### src/rtl/tmr_pkg.sv
package tmr_pkg;
    parameter int unsigned SEL_W = 2;
    parameter int unsigned CMP_W = 8;
    parameter int unsigned OUT_W = 4;

    typedef struct packed {
        logic             en;
        logic [CMP_W-1:0] tgt;
        logic [CMP_W-1:0] cmp;
        logic [OUT_W-1:0] out;
    } chan_state_t;
endpackage

### src/rtl/tmr_step_gen.sv
module tmr_step_gen #(
    parameter int unsigned SEL_W  = 2,
    parameter int unsigned STEP_W = 5
) (
    input  logic [SEL_W-1:0]  clk_sel,
    input  logic [SEL_W-1:0]  spd_sel,
    output logic [STEP_W-1:0] step
);
    logic [STEP_W-1:0] part_a;
    logic [STEP_W-1:0] part_b;

    always_comb begin
        part_a = STEP_W'(1) << clk_sel;
        part_b = STEP_W'(2) << spd_sel;
        step   = part_a + part_b;
    end
endmodule

### src/rtl/tmr_prescaler.sv
module tmr_prescaler #(
    parameter int unsigned THRESH = 192,
    parameter int unsigned STEP_W = 5
) (
    input  logic              clk,
    input  logic              rst_n,
    input  logic              cyc_stb,
    input  logic [STEP_W-1:0] step,
    output logic              tog
);
    localparam int unsigned ACC_W = $clog2(THRESH + (1 << STEP_W));

    typedef struct packed {
        logic [ACC_W-1:0] acc;
        logic             tog;
    } ps_t;

    ps_t              st_q;
    ps_t              st_d;
    logic [ACC_W:0]   sum;

    always_comb begin
        st_d = st_q;
        sum  = {1'b0, st_q.acc} + (ACC_W + 1)'(step);
        if (cyc_stb) begin
            if (sum >= (ACC_W + 1)'(THRESH)) begin
                st_d.acc = ACC_W'(sum - (ACC_W + 1)'(THRESH));
                st_d.tog = ~st_q.tog;
            end else begin
                st_d.acc = ACC_W'(sum);
            end
        end
    end

    always_ff @(posedge clk) begin
        if (!rst_n) st_q <= '0;
        else        st_q <= st_d;
    end

    assign tog = st_q.tog;
endmodule

### src/rtl/tmr_gate_edge.sv
module tmr_gate_edge (
    input  logic clk,
    input  logic rst_n,
    input  logic tog,
    input  logic run_en,
    input  logic halt,
    output logic fall
);
    logic line;
    logic prev_q;
    logic prev_d;

    always_comb begin
        line   = tog & run_en & ~halt;
        prev_d = line;
        fall   = prev_q & ~line;
    end

    always_ff @(posedge clk) begin
        if (!rst_n) prev_q <= 1'b0;
        else        prev_q <= prev_d;
    end
endmodule

### src/rtl/tmr_chan_cnt.sv
module tmr_chan_cnt
    import tmr_pkg::*;
(
    input  logic             clk,
    input  logic             rst_n,
    input  logic             fall,
    input  logic             tgt_we,
    input  logic [CMP_W-1:0] tgt_wd,
    input  logic             en_we,
    input  logic             en_wd,
    input  logic             rd_clr,
    output logic [OUT_W-1:0] out_cnt
);
    chan_state_t      st_q;
    chan_state_t      st_d;
    logic [CMP_W-1:0] cmp_inc;
    logic [OUT_W-1:0] out_base;
    logic             hit;

    always_comb begin
        st_d     = st_q;
        cmp_inc  = st_q.cmp + CMP_W'(1);
        hit      = 1'b0;
        out_base = rd_clr ? '0 : st_q.out;

        if (tgt_we) st_d.tgt = tgt_wd;
        if (en_we)  st_d.en  = en_wd;

        if (en_we && en_wd && !st_q.en) begin
            st_d.cmp = '0;
            st_d.out = '0;
        end else begin
            if (fall && st_q.en) begin
                if (cmp_inc == st_q.tgt) begin
                    st_d.cmp = '0;
                    hit      = 1'b1;
                end else begin
                    st_d.cmp = cmp_inc;
                end
            end
            st_d.out = out_base + OUT_W'(hit);
        end
    end

    always_ff @(posedge clk) begin
        if (!rst_n) st_q <= '0;
        else        st_q <= st_d;
    end

    assign out_cnt = st_q.out;
endmodule

### src/rtl/audio_timer_unit.sv
module audio_timer_unit
    import tmr_pkg::*;
#(
    parameter int unsigned NCH      = 3,
    parameter int unsigned THR_SLOW = 192,
    parameter int unsigned THR_FAST = 24,
    parameter int unsigned FAST_CH  = 2,
    localparam int unsigned CH_W    = (NCH > 1) ? $clog2(NCH) : 1,
    localparam int unsigned MAX_SEL = (1 << SEL_W) - 1,
    localparam int unsigned STEP_W  = $clog2((1 << MAX_SEL) + (2 << MAX_SEL) + 1)
) (
    input  logic                 clk,
    input  logic                 rst_n,
    input  logic                 cyc_stb,
    input  logic [SEL_W-1:0]     clk_sel,
    input  logic [SEL_W-1:0]     spd_sel,
    input  logic                 run_en,
    input  logic                 halt,
    input  logic                 tgt_we,
    input  logic [CH_W-1:0]      tgt_ch,
    input  logic [CMP_W-1:0]     tgt_data,
    input  logic                 en_we,
    input  logic [NCH-1:0]       en_data,
    input  logic                 rd_stb,
    input  logic [CH_W-1:0]      rd_ch,
    output logic [OUT_W-1:0]     rd_data,
    output logic [NCH*OUT_W-1:0] cnt_out
);
    logic [STEP_W-1:0] step;
    logic [NCH-1:0]    tog;
    logic [NCH-1:0]    fall;

    tmr_step_gen #(.SEL_W(SEL_W), .STEP_W(STEP_W)) u_step (
        .clk_sel (clk_sel),
        .spd_sel (spd_sel),
        .step    (step)
    );

    for (genvar g = 0; g < NCH; g++) begin : g_ch
        localparam int unsigned THR = (g == FAST_CH) ? THR_FAST : THR_SLOW;

        tmr_prescaler #(.THRESH(THR), .STEP_W(STEP_W)) u_ps (
            .clk     (clk),
            .rst_n   (rst_n),
            .cyc_stb (cyc_stb),
            .step    (step),
            .tog     (tog[g])
        );

        tmr_gate_edge u_ge (
            .clk    (clk),
            .rst_n  (rst_n),
            .tog    (tog[g]),
            .run_en (run_en),
            .halt   (halt),
            .fall   (fall[g])
        );

        tmr_chan_cnt u_cc (
            .clk     (clk),
            .rst_n   (rst_n),
            .fall    (fall[g]),
            .tgt_we  (tgt_we && (tgt_ch == CH_W'(g))),
            .tgt_wd  (tgt_data),
            .en_we   (en_we),
            .en_wd   (en_data[g]),
            .rd_clr  (rd_stb && (rd_ch == CH_W'(g))),
            .out_cnt (cnt_out[g*OUT_W +: OUT_W])
        );
    end

    always_comb begin
        rd_data = '0;
        for (int i = 0; i < NCH; i++) begin
            if (rd_ch == CH_W'(i)) rd_data = cnt_out[i*OUT_W +: OUT_W];
        end
    end
endmodule

### config.mk
export PLATFORM = sky130hd
export DESIGN_NAME = audio_timer_unit
export DESIGN_NICKNAME = d
export VERILOG_FILES = /design/src/rtl/tmr_pkg.sv /design/src/rtl/tmr_step_gen.sv /design/src/rtl/tmr_prescaler.sv /design/src/rtl/tmr_gate_edge.sv /design/src/rtl/tmr_chan_cnt.sv /design/src/rtl/audio_timer_unit.sv
export SDC_FILE = /design/constraint.sdc
export NUM_CORES = 1
export LEC_CHECK = 0
export BUFFER_PORTS_ARGS = -buffer_cell sky130_fd_sc_hd__buf_4
export CAP_MARGIN = 20
export CORE_MARGIN = 2
export CORE_UTILIZATION = 64
export CTS_CLUSTER_DIAMETER = 200
export DETAILED_ROUTE_END_ITERATION = 10
export HOLD_SLACK_MARGIN = 0.15
export MAX_ROUTING_LAYER = met4
export PLACE_DENSITY = 0.84
export SYNTH_ARGS = -nofsm -noshare
export SYNTH_HDL_FRONTEND = slang
export SYNTH_HIERARCHICAL = 1
export SYNTH_SLANG_ARGS = --single-unit
### constraint.sdc
create_clock -name clk -period 7.7 [get_ports clk]
set_clock_uncertainty 0.15 [all_clocks]
set_input_delay 0.385 -clock clk [delete_from_list [all_inputs] [get_ports clk]]
set_output_delay 0.385 -clock clk [all_outputs]
set_load 0.01 [all_outputs]
Word level (Yosys, flattened, before mapping)

Index checks and enable logic that the tools add are counted.

Flip-flop bits (word level): 91
Bits of input ports: 27
Output and inout port bits: 16
Logic and storage cells: 110

Add/sub/neg operators: 13
Order comparisons: 3
Equal/unequal tests: 7
Shift operators: 2
Mux-type cells: 21
Bitwise operators: 17
Reduce and logical (&&, ||, !) cells: 26

Operators by type and width:

| kind                  | number |
|---|---|
| $mux W8               | 5 |
| $add A8 B1 Y8 const B | 3 |
| $eq A8 B8 Y1          | 3 |
| $mux W4               | 6 |
| $add A8 B5 Y9         | 2 |
| $ge A9 B8 Y1 const B  | 2 |
| $sub A8 B8 Y8 const B | 2 |
| $logic_and A1 B1 Y1   | 15 |
| $add A4 B1 Y4         | 3 |
| $and A1 B1 Y1         | 9 |
| $mux W1               | 9 |
| $not A1 Y1            | 8 |
| $add A6 B5 Y7         | 1 |
| $ge A7 B5 Y1 const B  | 1 |
| $mux W6               | 1 |
| $reduce_and A2 Y1     | 3 |
| $reduce_or A2 Y1      | 3 |
| $sub A6 B5 Y6 const B | 1 |
| $add A5 B5 Y5         | 1 |
| $shl A1 B2 Y5 const A | 1 |
| $shl A2 B2 Y5 const A | 1 |
| $eq A2 B1 Y1 const B  | 2 |
| $eq A2 B2 Y1 const B  | 2 |
| $logic_not A2 Y1      | 2 |
| $logic_not A1 Y1      | 3 |

Logic depth before layout (Yosys ltp)

Gate-level depths: netlist (run 1).

Depth in word-level cells: 8
Depth in mapped cells: 17
Gate-level depth less buffers: 16

Cells and area by module

Netlist (run 1), hierarchy kept.

By module, submodules not included:

| module                       | instances | cells an instance | area each (um^2) | seq. area each (um^2) |
|---|---|---|---|---|
| tmr_chan_cnt                 | 3         | 133               | 1,189.9          | 420.4 |
| tmr_prescaler (g_ch[1].u_ps) | 1         | 114               | 892.1            | 180.2 |
| tmr_prescaler (g_ch[0].u_ps) | 1         | 98                | 820.8            | 180.2 |
| tmr_prescaler (g_ch[2].u_ps) | 1         | 62                | 600.6            | 140.1 |
| audio_timer_unit             | 1         | 16                | 143.9            | 0.0 |
| tmr_step_gen                 | 1         | 16                | 133.9            | 0.0 |
| tmr_gate_edge                | 3         | 4                 | 43.8             | 20.0 |

Worst setup path before layout (run 1)

No wires, ideal clock.

Kind: input port to flip-flop
Start: input port clk_sel[1]
End: register g_ch[0].u_ps/st_q[8] in the netlist's numbering
Library setup time: 0.134 ns
Arrival: 3.450 ns
Required time: 7.416 ns
Path slack: 3.966 ns
Cell stages on the path: 16
Path buffers: 1
Path through: nor2b_1 -> ha_1 -> a21o_1 -> a21oi_2 -> xor2_1 -> ha_1 -> clkbuf_1 -> o21ai_1 -> a21oi_1 -> o21ai_1 -> xnor2_1 -> ha_1 -> nand3b_1 -> a2111oi_2 -> o31a_1 -> o22ai_1

Cells in the longest elaborated chain, start to end: 5
Elaborated cells between the ends (all ways): 6
Those cells by class: 3 x add/sub; 1 x order compare; 1 x shift; 1 x mux

RTL lines:

| what                                                 | RTL line                                 | text |
|---|---|---|
| start, declared                                      | audio_timer_unit.sv:15                   | `input logic [SEL_W-1:0] clk_sel,` |
| $shl A1 B2 Y5 (*)                                    | tmr_step_gen.sv:13                       | `part_a = STEP_W'(1) << clk_sel;` |
| $add A5 B5 Y5 (*)                                    | tmr_step_gen.sv:15                       | `step = part_a + part_b;` |
| net step[4]                                          | audio_timer_unit.sv:29                   | `logic [STEP_W-1:0] step;` |
| $add A8 B5 Y9 (*)                                    | tmr_prescaler.sv:24                      | `sum = {1'b0, st_q.acc} + (ACC_W + 1)'(step);` |
| $sub A8 B8 Y8 / $ge A9 B8 Y1 (equally long branches) | tmr_prescaler.sv:27, tmr_prescaler.sv:26 |  |
| $mux W8 (*)                                          | tmr_prescaler.sv:26                      | `if (sum >= (ACC_W + 1)'(THRESH)) begin` |
| end signal, assigned                                 | tmr_prescaler.sv:37                      | `else st_q <= st_d;` |
| end, declared                                        | tmr_prescaler.sv:18                      | `ps_t st_q;` |

The timed path passes the listed nets; every way through them passes the cells marked *.
A chain may end at the register's enable or synchronous reset.

Worst setup path after layout (run 1)

Start: input port clk_sel[0]
End: register g_ch[0].u_ps/st_q[8] in the netlist's numbering

Same word-level chain as after synthesis.

==> flow_metrics.tcl, run 1 <==
set metrics [dict create \
    async_reset_ff_share_pct 0 \
    min_period_ps 3920 \
    grt_pass1_wl_um 21700 \
    io_buffer_count 42 \
    synthAdderAreaFrac_pct 7.04 \
    synthFlopType "dfxtp_1" \
    slew_violations 0 \
    whs_path_depth 3 \
    r2r_setup_slack_ps 4300 \
    synthTopCellsByArea "dfxtp_1, mux2i_1, nor2b_1" \
    critical_path_class "in2reg" \
    drtIter0Drc 160 \
    drtPass1Iterations 5 \
    core_um2 9640 \
    fin_util_pct 69.7 \
    path_clk_slew_ps 110 \
    cts_tree "yes" \
    slew_headroom_pct 59.4 \
    num-fill-cells 782 \
    first_global_vias 4941 \
    min_period_over_period_pct 50.9 \
    ant_nets 0 \
    nNetsFinal 786 \
    endpoint_kind "flop" \
    gp_congestion 0.933 \
    ys_ff_latch 91 \
    wl_um 13100 \
    setup_viol 0 \
    cts_buffers 9 \
    cts_max_level 3 \
    critPathLaunchType "input port" \
    status "finished, final reports clean" \
    fmax_mhz 255 \
    synth_top_family_by_area "simple AND/OR/NAND/NOR gates" \
    wl_per_cell_um 15.1 \
    post-dp-hpwl_um 9730 \
    antenna_found_initial 0 \
    netlist.area_leader.share_pct 29.0 \
    required_ps 7780 \
    arrival_ps 4000 \
    synth_common_cells "dfxtp_1, nor2b_1, nor2_1" \
    synth_warnings 6 \
    min_from "tgt_data[0]" \
    dpl-instance-area_um2 6530 \
    synth_cell_types 79 \
    dieArea_um2 10600 \
    hold_end "g_ch[1].u_cc/st_q[12]" \
    clk_latency_ps 360 \
    hold_class "in2reg" \
    cts_max_path_buffers 2 \
    synthSimpleGateAreaFrac_pct 28.3 \
    diodes 0 \
    post-synth-top-count-cell "dfxtp_1" \
    area_growth_pct 6.84 \
    reg2reg_depth 12 \
    netlist_area_um2 6290 \
    grt.overflow.total 0 \
    ys_seq_area_share_pct 29.0 \
    die_h_um 103 \
    cap_violations 0 \
    tightest_slew_ps 608 \
    clock_sinks 91 \
    rows 36 \
    syn_area_per_cell_um2 8.78 \
    dr_total_vias 5125 \
    yosys.area.top_type "dfxtp_1" \
    timing.rr.start "g_ch[0].u_ps/st_q[1]" \
    hold_viol 0 \
    drc 0 \
    netlist_instances 717 \
    irDropWorstVdd_v 0.000105 \
    setup_tns_ps 0 \
    die_width_um 103 \
    synth_nets 777 \
    crit_fanout 12 \
    gr-usage-all-layers_pct 26.2 \
    io_pins 43 \
    grt_max_degree 69 \
    synth_compound_area_share_pct 15.1 \
    synth_edf_count 0 \
    start_util_pct 65.3 \
    grt_setup_unrepaired "no" \
    leakage_nw 2.59 \
    r2r-end "g_ch[0].u_ps/st_q[8]" \
    stdcell_area_um2 6720 \
    synthMuxAreaShare_pct 6.58 \
    cts_root_buf "clkbuf_8" \
    via_per_inst 5.93 \
    synth_xor_area_share_pct 9.05 \
    drive_gt1_share_pct 13.4 \
    p_per_area_nw_per_um2 154 \
    cts_setup_buffers 0 \
]
worst max-delay path, cell delays in order:
cell,delay (ps)
buf_4,120
nor2b_1,220
ha_1,290
a21o_1,170
a21oi_2,140
xor2_1,310
ha_1,400
o21ai_1,120
a21oi_1,230
o21ai_1,100
xnor2_1,400
ha_1,230
nand3b_1,90
a2111oi_2,490
o31a_1,230
o22ai_1,60
layer usage:
metal  part of all wire [%]  vias up  wire (um)  GRT usage, %
met4                    2.7        0        359          10.5
met3                    4.3       32        558          3.25
li1                       -     2540          -             -
met5                      0        -          0             -
met2                     49      132       6420          46.2
met1                     44     2421       5730          30.0
metrics by stage:
stage	power [mW]	worst slack [ps]	std cells	hold WS, ps
after floorplan	0.684	3970	717	295
after global placement	0.724	3700	847	309
after detailed placement	0.733	3490	847	322
after CTS	1.04	3840	864	156
after global routing	1.09	3380	864	174
final	1.04	3780	864	170
registers in the layout (all words and copies together), names as in the netlist:
signal	count
g_ch.u_cc/st_q	51
g_ch.u_ps/st_q	22
g_ch.u_cc/out_cnt	12
g_ch.u_ge/prev_q	3
g_ch.u_ps/tog	3
layout make-up:
cell class	count	area, um2	area share [%]
Clock buffer	9	124	1.84
Clock inverter	7	58.8	0.875
Inverter	17	63.8	0.949
Multi-Input combinational cell	563	4160	61.8
Sequential cell	91	1820	27.1
Tap cell	133	166	2.48
Timing Repair Buffer	44	333	4.95
how the worst max path moves through the flow:
stage	startpoint	to	slack [ps]	cells past startpoint
3_5_place_dp	clk_sel[0]	g_ch[0].u_ps/st_q[8]	3490	16
4_1_cts	clk_sel[0]	g_ch[0].u_ps/st_q[8]	3840	16
5_1_grt	clk_sel[0]	g_ch[0].u_ps/st_q[8]	3380	16
2_1_floorplan	clk_sel[1]	g_ch[0].u_ps/st_q[8]	3970	16
6_report	clk_sel[0]	g_ch[0].u_ps/st_q[8]	3780	16
3_3_place_gp	clk_sel[0]	g_ch[0].u_ps/st_q[8]	3700	16
layout by cell type (no fill, tap or decap), types with 4 or more instances in the layout:
cell type   n
and3b_1     5
nor4_1      4
mux2i_1    40
o21ai_1    14
o2bb2ai_1   8
nand3_1    33
clkbuf_8    9
a31oi_1     8
nand2_1    45
nand4b_1    5
nor3_2      4
nand3b_1    5
nand4bb_1   4
a311o_1     4
a21o_1      4
nor2b_1    63
fa_1        4
nand4_1     4
and3_1      6
a21oi_1    19
ha_1       29
inv_1      14
buf_4      43
xnor2_1    40
and2_1     15
dfxtp_1    91
o21ai_0    14
o21a_1      8
xor2_1     25
o211a_1     4
nor3_1     14
nor2_1     46
nor3b_1    13
nand2b_1   13
report_power, final:
group          internal (mW)  switching, mW
sequential             0.488         0.0149
combinational         0.0994          0.125
clock                  0.123          0.186
cells by family after synthesis:
logic type      Yosys count
simple gates            303
flops                    91
mux                      41
buf+inv                  63
compound gates          121
fa+ha+maj                33
xor+xnor                 65
repair_timing:
item	in CTS	in global routing
hold endpoints to repair	3	0
resized for setup	0	0
hold buffers	1	0
(Power assumes the default switching activity.)
==> inputs of run 2 (changes only) <==
--- a/config.mk
+++ b/config.mk
@@ -8,12 +8,12 @@
 export BUFFER_PORTS_ARGS = -buffer_cell sky130_fd_sc_hd__buf_4
 export CAP_MARGIN = 20
 export CORE_MARGIN = 2
-export CORE_UTILIZATION = 64
+export CORE_UTILIZATION = 56
 export CTS_CLUSTER_DIAMETER = 200
 export DETAILED_ROUTE_END_ITERATION = 10
 export HOLD_SLACK_MARGIN = 0.15
 export MAX_ROUTING_LAYER = met4
-export PLACE_DENSITY = 0.84
+export PLACE_DENSITY = 0.78
 export SYNTH_ARGS = -nofsm -noshare
 export SYNTH_HDL_FRONTEND = slang
 export SYNTH_HIERARCHICAL = 1
==> constraint.sdc (replaced) <==
create_clock -name clk -period 3.54 [get_ports clk]
set_clock_uncertainty 0.15 [all_clocks]
set_input_delay 0.177 -clock clk [delete_from_list [all_inputs] [get_ports clk]]
set_output_delay 0.177 -clock clk [all_outputs]
set_load 0.01 [all_outputs]
==> run 2 against run 1 <==
Via count is 1.7% higher. Critical path type unchanged. Final area is 6.4% higher. Critical endpoint is now g_ch[0].u_ps/tog. Largest cell class unchanged. Critical path depth is 1 lower. Clock-buffer cell count is 1 higher. Hold slack worse by 21 ps.
==> flow_metrics.tcl, run 2 (synthesis gave the netlist of run 1 again) <==
set metrics [dict create \
    grt_setup_unrepaired "no" \
    whs_path_depth 2 \
    nNetsFinal 828 \
    die_h_um 110 \
    leakage_nw 2.81 \
    cts_tree "yes" \
    first_global_vias 5050 \
    clock_sinks 91 \
    r2r-end "g_ch[0].u_ps/tog" \
    critPathLaunchType "input port" \
    post-place-cells 873 \
    io_pins 43 \
    status "finished, final reports clean" \
    arrival_ps 3440 \
    ant_nets 0 \
    largest_register_ffs 51 \
    drive_gt1_share_pct 15.3 \
    wl_per_cell_um 14.9 \
    hold_viol 0 \
    die_width_um 110 \
    crit_slowest_cell "or4_1" \
    setup_ws_ps 271 \
    clk_latency_ps 390 \
    grt_pass1_wl_um 23100 \
    path_clk_slew_ps 90 \
    slew_violations 0 \
    grt.overflow.total 0 \
    critical_path.cell_chain "buf_4, nor2b_1, ha_1, a21o_1, a21oi_2, xor2_1, ha_1, buf_4, nor4bb_1, or4_1, ha_1, nand3b_1, a2111oi_4, a2111o_1, nand4_1" \
    min_period_ps 3270 \
    gr-usage-all-layers_pct 24.6 \
    fin_util_pct 65.7 \
    cts_max_level 3 \
    via_per_inst 5.71 \
    cts_root_buf "clkbuf_8" \
    gp_congestion 0.976 \
    max_stage_delay_ps 560 \
    crit_family "simple AND/OR/NAND/NOR gates" \
    hold_end "g_ch[0].u_ps/st_q[5]" \
    drc 0 \
    cts_buffers 9 \
    num-fill-cells 855 \
    slew_headroom_pct 61.3 \
    core_um2 10900 \
    drtPass1Iterations 5 \
    crit_top_cell "ha_1" \
    final_cell_mix "dfxtp_1, nor2b_1, buf_4, nor2_1, nand2_1" \
    dr_total_vias 5213 \
    antenna_found_initial 0 \
    post-dp-hpwl_um 9880 \
    regMostFlops "g_ch.u_cc/st_q" \
    grt_max_degree 69 \
    finalNonFillerCells 913 \
    cts_setup_buffers 0 \
    wl_um 13600 \
    required_ps 3710 \
    critical_path_class "in2reg" \
    area_growth_pct 13.7 \
    r2r_setup_slack_ps 550 \
    dieArea_um2 12100 \
    final_common_cell "dfxtp_1" \
    dpl-instance-area_um2 6680 \
    setup_viol 0 \
    tightest_slew_ps 581 \
    timing.rr.start "g_ch[0].u_ps/st_q[1]" \
    diodes 0 \
    io_buffer_count 42 \
    endpoint_kind "flop" \
    cts_max_path_buffers 2 \
    critPathBufInv 2 \
    hold_class "in2reg" \
    cap_violations 0 \
    p_per_area_nw_per_um2 338 \
    stdcell_area_um2 7150 \
    rows 38 \
    crit_fanout 8 \
    start_util_pct 57.8 \
    reg2reg_depth 12 \
    drtIter0Drc 426 \
    place_ws_ps -125 \
    fmax_mhz 306 \
    min_period_over_period_pct 92.4 \
    min_from "rst_n" \
    irDropWorstVdd_v 0.000232 \
]
[run 2: report_power, final]
group	switching, mW	internal (mW)
Sequential	0.0313	1.06
Combinational	0.290	0.259
Clock	0.417	0.361
Total	0.737	1.68
[run 2: repair_timing]
action,CTS,global route
setup endpoints to repair,0,3
hold buffers,24,0
hold endpoints to repair,42,0
resized for setup,0,2
[run 2: area by class of cell]
type | count | area [um2] | share of cell area, %
tap | 140 | 175 | 2.45
multi-input combinational | 563 | 4170 | 58.3
clock inverter | 6 | 76.3 | 1.07
inverter | 17 | 63.8 | 0.892
sequential | 91 | 1820 | 25.5
timing repair buffer | 86 | 706 | 9.87
clock buffer | 10 | 138 | 1.92
[run 2: per-layer routing]
metal	track usage, %	share of wire, %
met1	29.6	46
met2	41.8	49
met3	3.76	4.4
met4	8.41	1.4
met5	-	0
[run 2: how the worst max path moves through the flow]
stage / slack, ps / cells past startpoint / startpoint / end
5_1_grt: 20 / 18 / clk_sel[0] / g_ch[1].u_ps/tog
6_report: 270 / 15 / clk_sel[0] / g_ch[0].u_ps/tog
3_3_place_gp: 50 / 14 / clk_sel[0] / g_ch[0].u_ps/tog
2_1_floorplan: 10 / 16 / clk_sel[1] / g_ch[0].u_ps/st_q[8]
4_1_cts: 300 / 14 / clk_sel[0] / g_ch[0].u_ps/st_q[8]
3_5_place_dp: -120 / 14 / clk_sel[0] / g_ch[0].u_ps/st_q[8]
[run 2: through the flow]
| stage | setup TNS [ps] | power, mW | hold slack, ps |
|---|---|---|---|
| 3_5_place_dp | -523 | 1.63 | 255 |
| 2_1_floorplan | 0 | 1.49 | 96.5 |
| 3_3_place_gp | 0 | 1.61 | 250 |
| 5_1_grt | 0 | 2.54 | 201 |
| 4_1_cts | 0 | 2.42 | 152 |
| 6_report | 0 | 2.42 | 149 |
